===== src/rtl/fe_mem_pkg.sv =====
package fe_mem_pkg;

  typedef enum logic [2:0] {
    OP_RD  = 3'd0,
    OP_WR  = 3'd1,
    OP_SRD = 3'd2,
    OP_SWR = 3'd3,
    OP_TRD = 3'd4,
    OP_TWR = 3'd5
  } fe_op_e;

  // A synchronizing access must wait when the tag is in the wrong state.
  function automatic logic op_must_wait(input logic [2:0] op, input logic tag);
    return ((op == OP_SRD) && !tag) || ((op == OP_SWR) && tag);
  endfunction

endpackage


===== src/rtl/fe_tag_store.sv =====
module fe_tag_store #(
  parameter int ADDR_W = 4,
  parameter int DATA_W = 64
) (
  input  logic                 clk,
  input  logic                 rst_n,
  input  logic [ADDR_W-1:0]    addr,
  input  logic                 data_we,
  input  logic [DATA_W-1:0]    data_wr,
  input  logic                 tag_we,
  input  logic                 tag_wr,
  output logic [DATA_W-1:0]    data_rd,
  output logic                 tag_rd,
  output logic [(1<<ADDR_W)-1:0] tag_vec
);
  localparam int WORDS = 1 << ADDR_W;

  logic [DATA_W-1:0] mem_q [WORDS];
  logic [WORDS-1:0]  tag_q;

  // Data words carry no reset.
  always_ff @(posedge clk) begin
    if (data_we) begin
      mem_q[addr] <= data_wr;
    end
  end

  for (genvar g = 0; g < WORDS; g++) begin : g_tag
    always_ff @(posedge clk or negedge rst_n) begin
      if (!rst_n) begin
        tag_q[g] <= 1'b0;
      end else if (tag_we && (addr == ADDR_W'(g))) begin
        tag_q[g] <= tag_wr;
      end
    end
  end

  assign data_rd = mem_q[addr];
  assign tag_rd  = tag_q[addr];
  assign tag_vec = tag_q;

endmodule


===== src/rtl/fe_access_unit.sv =====
module fe_access_unit #(
  parameter int DATA_W = 64
) (
  input  logic              att_valid,
  input  logic [2:0]        att_op,
  input  logic [DATA_W-1:0] att_data,
  input  logic [DATA_W-1:0] cur_data,
  input  logic              cur_tag,
  output logic              done,
  output logic              data_we,
  output logic              tag_we,
  output logic              tag_new,
  output logic [DATA_W-1:0] rsp_data
);
  import fe_mem_pkg::*;

  always_comb begin
    done     = 1'b0;
    data_we  = 1'b0;
    tag_we   = 1'b0;
    tag_new  = 1'b0;
    rsp_data = '0;
    if (att_valid) begin
      unique case (att_op)
        OP_RD: begin
          done     = 1'b1;
          rsp_data = cur_data;
        end
        OP_WR: begin
          done    = 1'b1;
          data_we = 1'b1;
        end
        OP_SRD: begin
          if (cur_tag) begin
            done     = 1'b1;
            rsp_data = cur_data;
            tag_we   = 1'b1;
            tag_new  = 1'b0;
          end
        end
        OP_SWR: begin
          if (!cur_tag) begin
            done    = 1'b1;
            data_we = 1'b1;
            tag_we  = 1'b1;
            tag_new = 1'b1;
          end
        end
        OP_TRD: begin
          done        = 1'b1;
          rsp_data[0] = cur_tag;
        end
        OP_TWR: begin
          done    = 1'b1;
          tag_we  = 1'b1;
          tag_new = att_data[0];
        end
        default: begin
          done = 1'b1;
        end
      endcase
    end
  end

endmodule


===== src/rtl/fe_retry_queue.sv =====
module fe_retry_queue #(
  parameter int ADDR_W = 4,
  parameter int DATA_W = 64,
  parameter int ID_W   = 4,
  parameter int DEPTH  = 4
) (
  input  logic              clk,
  input  logic              rst_n,
  input  logic              push,
  input  logic [2:0]        push_op,
  input  logic [ADDR_W-1:0] push_addr,
  input  logic [DATA_W-1:0] push_data,
  input  logic [ID_W-1:0]   push_id,
  input  logic              take,
  input  logic              take_done,
  input  logic              wake_valid,
  input  logic [ADDR_W-1:0] wake_addr,
  output logic              any_woken,
  output logic              full,
  output logic [2:0]        sel_op,
  output logic [ADDR_W-1:0] sel_addr,
  output logic [DATA_W-1:0] sel_data,
  output logic [ID_W-1:0]   sel_id
);
  localparam int IDX_W = (DEPTH > 1) ? $clog2(DEPTH) : 1;

  logic [DEPTH-1:0]  v_q, w_q, v_n, w_n;
  logic [2:0]        op_q   [DEPTH];
  logic [2:0]        op_n   [DEPTH];
  logic [ADDR_W-1:0] addr_q [DEPTH];
  logic [ADDR_W-1:0] addr_n [DEPTH];
  logic [DATA_W-1:0] data_q [DEPTH];
  logic [DATA_W-1:0] data_n [DEPTH];
  logic [ID_W-1:0]   id_q   [DEPTH];
  logic [ID_W-1:0]   id_n   [DEPTH];
  logic [IDX_W-1:0]  sel_idx;
  logic              placed;

  // Oldest woken entry: lowest index wins (index 0 holds the oldest).
  always_comb begin
    sel_idx = '0;
    for (int i = DEPTH - 1; i >= 0; i--) begin
      if (v_q[i] && w_q[i]) begin
        sel_idx = IDX_W'(i);
      end
    end
  end

  assign any_woken = |(v_q & w_q);
  assign full      = v_q[DEPTH-1];
  assign sel_op    = op_q[sel_idx];
  assign sel_addr  = addr_q[sel_idx];
  assign sel_data  = data_q[sel_idx];
  assign sel_id    = id_q[sel_idx];

  always_comb begin
    v_n    = v_q;
    w_n    = w_q;
    op_n   = op_q;
    addr_n = addr_q;
    data_n = data_q;
    id_n   = id_q;
    placed = 1'b0;

    // Stage 1: remove a completed retry, keeping arrival order compact.
    if (take && take_done) begin
      for (int i = 0; i < DEPTH; i++) begin
        if (i >= int'(sel_idx)) begin
          if (i < DEPTH - 1) begin
            v_n[i]    = v_q[(i < DEPTH - 1) ? i + 1 : i];
            w_n[i]    = w_q[(i < DEPTH - 1) ? i + 1 : i];
            op_n[i]   = op_q[(i < DEPTH - 1) ? i + 1 : i];
            addr_n[i] = addr_q[(i < DEPTH - 1) ? i + 1 : i];
            data_n[i] = data_q[(i < DEPTH - 1) ? i + 1 : i];
            id_n[i]   = id_q[(i < DEPTH - 1) ? i + 1 : i];
          end else begin
            v_n[i] = 1'b0;
            w_n[i] = 1'b0;
          end
        end
      end
    end else if (take) begin
      w_n[sel_idx] = 1'b0;
    end

    // Stage 2: a completed access wakes every waiter on its address.
    if (wake_valid) begin
      for (int i = 0; i < DEPTH; i++) begin
        if (v_n[i] && (addr_n[i] == wake_addr)) begin
          w_n[i] = 1'b1;
        end
      end
    end

    // Stage 3: append a newly blocked request at the tail.
    if (push) begin
      for (int i = 0; i < DEPTH; i++) begin
        if (!placed && !v_n[i]) begin
          placed    = 1'b1;
          v_n[i]    = 1'b1;
          w_n[i]    = 1'b0;
          op_n[i]   = push_op;
          addr_n[i] = push_addr;
          data_n[i] = push_data;
          id_n[i]   = push_id;
        end
      end
    end
  end

  always_ff @(posedge clk or negedge rst_n) begin
    if (!rst_n) begin
      v_q <= '0;
      w_q <= '0;
    end else begin
      v_q <= v_n;
      w_q <= w_n;
    end
  end

  always_ff @(posedge clk) begin
    for (int i = 0; i < DEPTH; i++) begin
      if (v_n[i]) begin
        op_q[i]   <= op_n[i];
        addr_q[i] <= addr_n[i];
        data_q[i] <= data_n[i];
        id_q[i]   <= id_n[i];
      end
    end
  end

endmodule


===== src/rtl/fe_sync_mem.sv =====
module fe_sync_mem #(
  parameter int ADDR_W = 4,
  parameter int DATA_W = 64,
  parameter int ID_W   = 4,
  parameter int QDEPTH = 4
) (
  input  logic              clk,
  input  logic              rst_n,
  input  logic              req_valid,
  output logic              req_ready,
  input  logic [2:0]        req_op,
  input  logic [ADDR_W-1:0] req_addr,
  input  logic [DATA_W-1:0] req_data,
  input  logic [ID_W-1:0]   req_id,
  output logic              rsp_valid,
  output logic [DATA_W-1:0] rsp_data,
  output logic [ID_W-1:0]   rsp_id
);
  import fe_mem_pkg::*;

  localparam int WORDS = 1 << ADDR_W;

  logic              rst_meta, rst_sync;
  logic              any_woken, q_full;
  logic [2:0]        q_op;
  logic [ADDR_W-1:0] q_addr;
  logic [DATA_W-1:0] q_data;
  logic [ID_W-1:0]   q_id;
  logic              att_valid;
  logic [2:0]        att_op;
  logic [ADDR_W-1:0] att_addr;
  logic [DATA_W-1:0] att_data;
  logic [ID_W-1:0]   att_id;
  logic              att_done;
  logic [DATA_W-1:0] cur_data, att_rsp;
  logic              cur_tag;
  logic              data_we, tag_we, tag_new;
  logic [WORDS-1:0]  tag_vec;
  logic              new_waits, accept, push;
  logic              rsp_valid_q;
  logic [DATA_W-1:0] rsp_data_q;
  logic [ID_W-1:0]   rsp_id_q;

  // Reset: asserted asynchronously, released on the second clock edge.
  always_ff @(posedge clk or negedge rst_n) begin
    if (!rst_n) begin
      rst_meta <= 1'b0;
      rst_sync <= 1'b0;
    end else begin
      rst_meta <= 1'b1;
      rst_sync <= rst_meta;
    end
  end

  assign new_waits = op_must_wait(req_op, tag_vec[req_addr]);
  assign req_ready = rst_sync && !any_woken && (!q_full || !new_waits);
  assign accept    = req_valid && req_ready;

  // A woken retry takes the single access slot ahead of new traffic.
  always_comb begin
    if (any_woken) begin
      att_valid = 1'b1;
      att_op    = q_op;
      att_addr  = q_addr;
      att_data  = q_data;
      att_id    = q_id;
    end else begin
      att_valid = accept;
      att_op    = req_op;
      att_addr  = req_addr;
      att_data  = req_data;
      att_id    = req_id;
    end
  end

  assign push = accept && !att_done;

  fe_tag_store #(.ADDR_W(ADDR_W), .DATA_W(DATA_W)) i_store (
    .clk     (clk),
    .rst_n   (rst_sync),
    .addr    (att_addr),
    .data_we (data_we),
    .data_wr (att_data),
    .tag_we  (tag_we),
    .tag_wr  (tag_new),
    .data_rd (cur_data),
    .tag_rd  (cur_tag),
    .tag_vec (tag_vec)
  );

  fe_access_unit #(.DATA_W(DATA_W)) i_access (
    .att_valid (att_valid),
    .att_op    (att_op),
    .att_data  (att_data),
    .cur_data  (cur_data),
    .cur_tag   (cur_tag),
    .done      (att_done),
    .data_we   (data_we),
    .tag_we    (tag_we),
    .tag_new   (tag_new),
    .rsp_data  (att_rsp)
  );

  fe_retry_queue #(
    .ADDR_W (ADDR_W),
    .DATA_W (DATA_W),
    .ID_W   (ID_W),
    .DEPTH  (QDEPTH)
  ) i_queue (
    .clk        (clk),
    .rst_n      (rst_sync),
    .push       (push),
    .push_op    (req_op),
    .push_addr  (req_addr),
    .push_data  (req_data),
    .push_id    (req_id),
    .take       (any_woken),
    .take_done  (att_done),
    .wake_valid (att_valid && att_done),
    .wake_addr  (att_addr),
    .any_woken  (any_woken),
    .full       (q_full),
    .sel_op     (q_op),
    .sel_addr   (q_addr),
    .sel_data   (q_data),
    .sel_id     (q_id)
  );

  always_ff @(posedge clk or negedge rst_sync) begin
    if (!rst_sync) begin
      rsp_valid_q <= 1'b0;
    end else begin
      rsp_valid_q <= att_done;
    end
  end

  always_ff @(posedge clk) begin
    if (att_done) begin
      rsp_data_q <= att_rsp;
      rsp_id_q   <= att_id;
    end
  end

  assign rsp_valid = rsp_valid_q;
  assign rsp_data  = rsp_data_q;
  assign rsp_id    = rsp_id_q;

endmodule


===== config.mk =====
export PLATFORM = sky130hd
export DESIGN_NAME = fe_sync_mem
export DESIGN_NICKNAME = d
export VERILOG_FILES = /design/src/rtl/fe_mem_pkg.sv /design/src/rtl/fe_tag_store.sv /design/src/rtl/fe_access_unit.sv /design/src/rtl/fe_retry_queue.sv /design/src/rtl/fe_sync_mem.sv
export SDC_FILE = /design/constraint.sdc
export NUM_CORES = 2
export LEC_CHECK = 0
export ABC_AREA = 0
export BUFFER_PORTS_ARGS = -buffer_cell sky130_fd_sc_hd__buf_2
export CORE_MARGIN = 2
export CORE_UTILIZATION = 25
export CTS_CLUSTER_SIZE = 25
export DETAILED_ROUTE_END_ITERATION = 12
export PLACE_DENSITY = 0.49
export REMOVE_ABC_BUFFERS = 1
export SETUP_SLACK_MARGIN = 0.05
export SLEW_MARGIN = 20
export SYNTH_ARGS = -nofsm -noshare
export SYNTH_HDL_FRONTEND = slang
export SYNTH_HIERARCHICAL = 1
export SYNTH_SLANG_ARGS = --single-unit

===== constraint.sdc =====
create_clock -name clk -period 5.8 [get_ports clk]
set_input_delay 0.87 -clock clk [delete_from_list [all_inputs] [get_ports clk]]
set_output_delay 0.87 -clock clk [all_outputs]
set_load 0.005 [all_outputs]

[Yosys cells after proc, flatten, opt, wreduce, memory -nomap -nowiden]
Memories as Yosys holds them, arrays and structs flattened.
Cells that the tools add are included.
Storage, ports and cells
  flip-flop bits (word level): 395
  RAM bits: 1024
  output and inout port bits: 70
  logic and storage cells: 238
  memories kept: 1
Operators by class
  $lt $le $gt $ge: 8
  equality and inequality tests: 26
  multiplexer cells: 107
  bitwise logic cells: 4
  reduce and logical (&&, ||, !) cells: 53
Memories
  i_store.mem_q: words 16, bits a word 64, rd ports 1, clocked after Yosys merged registers in 0, wr ports 1, line fe_tag_store.sv:18  | logic [DATA_W-1:0] mem_q [WORDS];
Operator list (count)
  64-bit 2-to-1 mux: 11
  256-bit 2-to-1 mux: 1
  192-bit 2-to-1 mux: 1
  64-bit binary-select mux with 2-bit select: 1
  63-bit one-hot mux with 2 select lines: 1
  4-bit 2-to-1 mux: 26
  1-bit logical AND: 36
  12-bit 2-to-1 mux: 3
  1-bit 2-to-1 mux: 35
  4-bit equality test, second input constant: 8
  16-bit 2-to-1 mux: 2
  3-bit 2-to-1 mux: 10
  4-bit binary-select mux with 2-bit select: 2
  4-bit by 3-bit equality test with 1-bit output, second input constant: 4
  4-bit equality test: 4
  3-bit by 2-bit equality test with 1-bit output, second input constant: 4
  1-bit logical NOT: 11
  4-bit by 5-bit less-than comparator with 1-bit output, second input constant: 2
  9-bit 2-to-1 mux: 1
  4-bit bitwise AND: 2
  1-bit binary-select mux with 4-bit select: 2
  4-bit by 2-bit equality test with 1-bit output, second input constant: 2
  2-bit 2-to-1 mux: 4
  3-bit binary-select mux with 2-bit select: 1
  18 further kinds: 24

[Longest topological paths before layout]
  depth in word-level cells: 32
  gate-level depth with buffers: 26
  mapped depth without buffers: 19

[Modules after synthesis]
The synthesis kept the hierarchy.
By module, submodules not included
  fe_tag_store: instances 1, cells an instance 1649, area each 39115.0 um2, seq. area each 31149.9 um2
  fe_retry_queue: instances 1, cells an instance 1580, area each 16734.8 um2, seq. area each 9208.8 um2
  fe_sync_mem: instances 1, cells an instance 187, area each 3309.4 um2, seq. area each 2117.0 um2
  fe_access_unit: instances 1, cells an instance 89, area each 624.3 um2, seq. area each 0.0 um2

[Worst setup path after synthesis]
No wires, ideal clock.
  path kind: register -> register
  start: register i_queue.w_q[1]
  end: register i_queue/addr_q[0] in the netlist's numbering, enable pin
  arrival: 10755 ps
  required time: 5267 ps
  path slack: -5489 ps
  stages on the path, launching flop included: 22
  buffers on the path: 5
  period minus slack after synthesis: 11289 ps
  cell sequence: dfrtp_1 and2_1 o21ai_1 clkbuf_1 clkbuf_1 nand2_1 a31oi_1 mux2_2 buf_2 buf_2 buf_4 mux4_2 a22oi_1 nand2_1 xor2_1 o31a_1 nand2_1 o31ai_4 o2bb2ai_4 nand3_1 or2_1 a21oi_1
Between the ends
  cells in the longest elaborated chain, start to end: 30
RTL lines
  start: declaration: line fe_retry_queue.sv:27  | logic [DEPTH-1:0] v_q, w_q, v_n, w_n;
  start signal: assignment: line fe_retry_queue.sv:117  | w_q <= w_n;
  1-bit logical AND *: line fe_retry_queue.sv:43  | if (v_q[i] && w_q[i]) begin
  2-bit 2-to-1 mux * (2 in a row): line fe_retry_queue.sv:43
  2-bit NOT with 3-bit output (implied by the code) *: line fe_retry_queue.sv:52  | assign sel_addr = addr_q[sel_idx];
  4-bit binary-select mux with 2-bit select *: line fe_retry_queue.sv:52
  4-bit 2-to-1 mux (implied by the code) * (2 in a row): line fe_retry_queue.sv:52
  named net q_addr[0]: line fe_sync_mem.sv:26  | logic [ADDR_W-1:0] q_addr;
  4-bit 2-to-1 mux *: line fe_sync_mem.sv:61  | if (any_woken) begin
  named net att_addr[0]: line fe_sync_mem.sv:31  | logic [ADDR_W-1:0] att_addr;
  [2 not listed]
  named net cur_tag: line fe_sync_mem.sv:36  | logic cur_tag;
  [3 not listed]
  named net att_done: line fe_sync_mem.sv:34  | logic att_done;
  [9 not listed]
  1-bit logical AND: line fe_retry_queue.sv:98  | if (!placed && !v_n[i]) begin
  1-bit 2-to-1 mux: line fe_retry_queue.sv:98
  1-bit 2-to-1 mux: line fe_retry_queue.sv:96  | if (push) begin
  1-bit logical NOT: line fe_retry_queue.sv:98
  1-bit logical AND: line fe_retry_queue.sv:98
  1-bit 2-to-1 mux: line fe_retry_queue.sv:98
  4-bit 2-to-1 mux: line fe_retry_queue.sv:96
  3-bit AND reduction (no source line) *
  end signal: indexed assignment: line fe_retry_queue.sv:125  | addr_q[i] <= addr_n[i];
  end: declaration: line fe_retry_queue.sv:30  | logic [ADDR_W-1:0] addr_q [DEPTH];
The timed path passes the listed nets; every way through them passes the cells marked *. The select of a mux whose other input is x is not followed.
A chain may end at the register's enable or synchronous reset.

[Worst setup path after layout]
  start: register i_queue.v_q[3]
  end: register i_queue/id_q[2] in the netlist's numbering, enable pin
Between the ends
  cells in the longest elaborated chain, start to end: 32
RTL lines
  start: declaration: line fe_retry_queue.sv:27
  start signal: assignment: line fe_retry_queue.sv:116  | v_q <= v_n;
  1-bit logical AND *: line fe_retry_queue.sv:43
  2-bit 2-to-1 mux * (4 in a row): line fe_retry_queue.sv:43
  2-bit NOT with 3-bit output (implied by the code) *: line fe_retry_queue.sv:52
  4-bit binary-select mux with 2-bit select *: line fe_retry_queue.sv:52
  4-bit 2-to-1 mux (implied by the code) * (2 in a row): line fe_retry_queue.sv:52
  named net q_addr[0]: line fe_sync_mem.sv:26
  4-bit 2-to-1 mux *: line fe_sync_mem.sv:61
  named net att_addr[0]: line fe_sync_mem.sv:31
  [2 not listed]
  named net cur_tag: line fe_sync_mem.sv:36
  [3 not listed]
  named net att_done: line fe_sync_mem.sv:34
  [9 not listed]
  1-bit logical AND: line fe_retry_queue.sv:98
  1-bit 2-to-1 mux: line fe_retry_queue.sv:98
  1-bit 2-to-1 mux: line fe_retry_queue.sv:96
  1-bit logical NOT: line fe_retry_queue.sv:98
  1-bit logical AND: line fe_retry_queue.sv:98
  1-bit 2-to-1 mux: line fe_retry_queue.sv:98
  4-bit 2-to-1 mux: line fe_retry_queue.sv:96
  3-bit AND reduction (no source line) *
  end signal: indexed assignment: line fe_retry_queue.sv:127  | id_q[i] <= id_n[i];
  end: declaration: line fe_retry_queue.sv:34  | logic [ID_W-1:0] id_q [DEPTH];
Marked as above.

==> impl_metrics.json <==
{
  "drt-wirelength-per-cell_um": 23.87,
  "synth_cell_types": 68,
  "crit_path_max_incr_delay_ns": 0.50,
  "r2r-end": "i_queue/id_q[2]",
  "synthCells": 3505,
  "cts_max_path_buffers": 3,
  "startpoint_type": "flop",
  "ff2ff_setup_slack_ns": 0.48,
  "numCtsBuffers": 151,
  "relSlewSlack_pct": 34.37,
  "synth_enable_flop_cells": 1392,
  "min_path_type": "flop to asynchronous set/reset pin",
  "place_congestion": 0.7228,
  "port_buffers": 147,
  "final_nets": 3759,
  "yosys_most_used_dff": "edfxtp_1",
  "max_freq_mhz": 188.0,
  "reg2reg_depth": 20,
  "fp.dieH_um": 493.0,
  "drt-pass1-iter-count": 9,
  "ant_nets": 0,
  "worstPathArrival_ns": 5.81,
  "yosysMostFrequentCell": "edfxtp_1",
  "grt_pass1_wl_mm": 241.2,
  "async_flop_share_pct": 1.903,
  "status": "finished, violations left",
  "crit_top_cell": "nand2_1",
  "clock_sinks": 1419,
  "drc": 30,
  "hpwl_mm": 91.71,
  "yosys.area.top_type": "edfxtp_1",
  "die-area_um2": 243100,
  "fill_cells": 23551,
  "cts_tree": "built",
  "vias_per_cell": 4.652,
  "vias": 32445,
  "regArea_um2": 42480,
  "yosysWarnings": 6,
  "dp.cells": 6691,
  "finalMaxSlewViolations": 0,
  "routed_wirelength_mm": 166.5,
  "num_rows": 179,
  "max_cap_viol_count": 0,
  "fin_cells": 6975,
  "min_period_ns": 5.319,
  "synthToLayoutAreaGrowth_pct": 17.12,
  "grt_usage_pct": 13.55,
  "netlist.area_leader.share_pct": 69.92,
  "placed_area_um2": 64930,
  "failed_checks": "DRC",
  "clock_skew_ns": 0.04237,
  "worstSetupEndpointType": "flop",
  "h-tree-depth": 4,
  "rr_startpoint": "i_queue/v_q[3]",
  "initialDrtViolationCount": 2876,
  "cts-root-buf": "clkbuf_16",
  "timing.final.crit_share_pct": 91.70,
  "ys_top_cells_by_count": "edfxtp_1 (1392), nand2_1 (306), mux4_2 (262)",
  "rsz0062_at_grt": "no",
  "fin_area_um2": 70020,
  "netlist_area_um2": 59780,
  "setup_violations": 0,
  "grt_pass1_vias": 33531,
  "grt_start_max_net_pins": 112,
  "path_cells": "nand2_1, a21oi_1, o21ai_4, and2_1, a211oi_1, a31oi_1, mux2_8, mux4_2, a22oi_1, nand2_1, xor2_1, o31a_2, nand2_1, buf_4, a21oi_1, o22ai_2, or2_1, a21oi_4, buf_4, buf_12",
  "tightest_slew_ns": 0.9845,
  "synth_area_leaders": "edfxtp_1 (70%), mux4_2 (9.9%), mux2i_1 (3.8%), nand2_1 (1.9%), mux2_2 (1.7%)",
  "crit_type": "flop to flop",
  "cp-endpoint": "i_queue/id_q[2]",
  "clk_pin_slew_ns": 0.07,
  "pin_count": 148,
  "fin_tns_setup_ns": 0,
  "ys_seq_elements": 1419,
  "final_layout_size_suffix_gt1_share_pct": 24.34,
  "initial_core_util_pct": 25.13,
  "cpMaxStageDelayCell": "dfrtp_1",
  "dieWidth_um": 493.0,
  "multi_input_area_um2": 16410,
  "critPathRequiredTime_ns": 6.29,
  "avgSynthCellArea_um2": 17.06,
  "hold_viol": 0,
  "gr-total-overflow": 0,
  "ys_seq_area_share_pct": 71.05,
  "antenna_found_initial": 45,
  "setup.worst_path.start": "i_queue/v_q[3]",
  "core-area_um2": 237900,
  "crit_fanout": 24,
  "clk_latency_ns": 0.81
}
## stage by stage
step	setup WS [ns]	hold WS (ns)	util (%)
2_1_floorplan	-16.20	0.3312	-
3_3_place_gp	0.3927	0.2684	27.30
3_5_place_dp	0.3893	0.2707	27.30
4_1_cts	0.3585	0.2442	29.40
5_1_grt	0.04459	0.2780	29.43
6_report	0.4814	0.2617	29.44
## worst min-delay path by stage
stage / startpoint / end / depth (start not counted)
final: rst_sync / i_queue/v_q[0] / 1
after global routing: req_data[51] / i_queue/data_q[51] / 1
after CTS: req_data[51] / i_queue/data_q[51] / 1
after detailed placement: rst_sync / rsp_valid / 1
after global placement: rst_sync / rsp_valid / 1
after floorplan: rst_meta / rst_sync / 0
## what timing repair did
action | 4_1_cts | 5_1_grt
setup endpoints to repair | 0 | 89
endpoints found under the hold margin | 2 | 0
resized for setup | 0 | 2
buffers inserted | 0 | 2
hold buffers | 1 | 0
## kinds of logic (layout without fill, tap and decap cells)
family | Yosys count | count (layout) | synth area share (%)
simple gates | 687 | 687 | 5.295
other cells | 1 | 9 | 0.006273
xor+xnor | 15 | 15 | 0.2198
flops | 1419 | 1419 | 71.05
mux | 583 | 583 | 15.46
compound gates | 556 | 556 | 5.963
buf+inv | 244 | 539 | 2.003
## flip-flops by register name, summed over array words and instances (netlist names), 12 cells and up
name             flops
i_store/mem_q     1024
i_queue/data_q     256
rsp_data            64
i_queue/addr_q      16
i_queue/id_q        16
i_store/tag_vec     16
i_queue/op_q        12
## layer usage
layer  track usage (%)  part of all wire, %
met5                 0                 0.12
met4             3.777                  2.2
met3             3.015                  6.5
met2             21.57                   47
met1             18.54                   44
## layout make-up
cell class	count	share of cell area, %
tap	3167	5.659
multi-input combinational	1842	23.43
clock inverter	87	1.428
clock buffer	185	5.700
timing repair buffer	254	3.022
sequential	1419	60.66
antenna	8	0.02859
inverter	13	0.06969
## cells in the final DEF, fill, tap and decap left out, drive strengths merged, types with 78 or more instances in the layout
cell and count:
a31oi 78, buf 253, mux2 92, and2 141
a21oi 163, clkbuf 185, nor2 194, mux4 263
mux2i 228, a22oi 133, a211oi 78, edfxtp 1392
o21ai 82, nand2 306
## critical path, delay by kind of cell (launching register included)
kind / cells / cell delay (ns)
flip-flops: 1 / 0.50
multiplexers: 2 / 0.82
AND/OR/NAND/NOR: 5 / 1.03
AO/OA/AOI/OAI: 9 / 1.69
XOR/XNOR: 1 / 0.24
buffers and inverters: 3 / 0.66
Power is not shown: default switching activity piles up to over one toggle a cycle in this logic, so the estimate is an artifact.
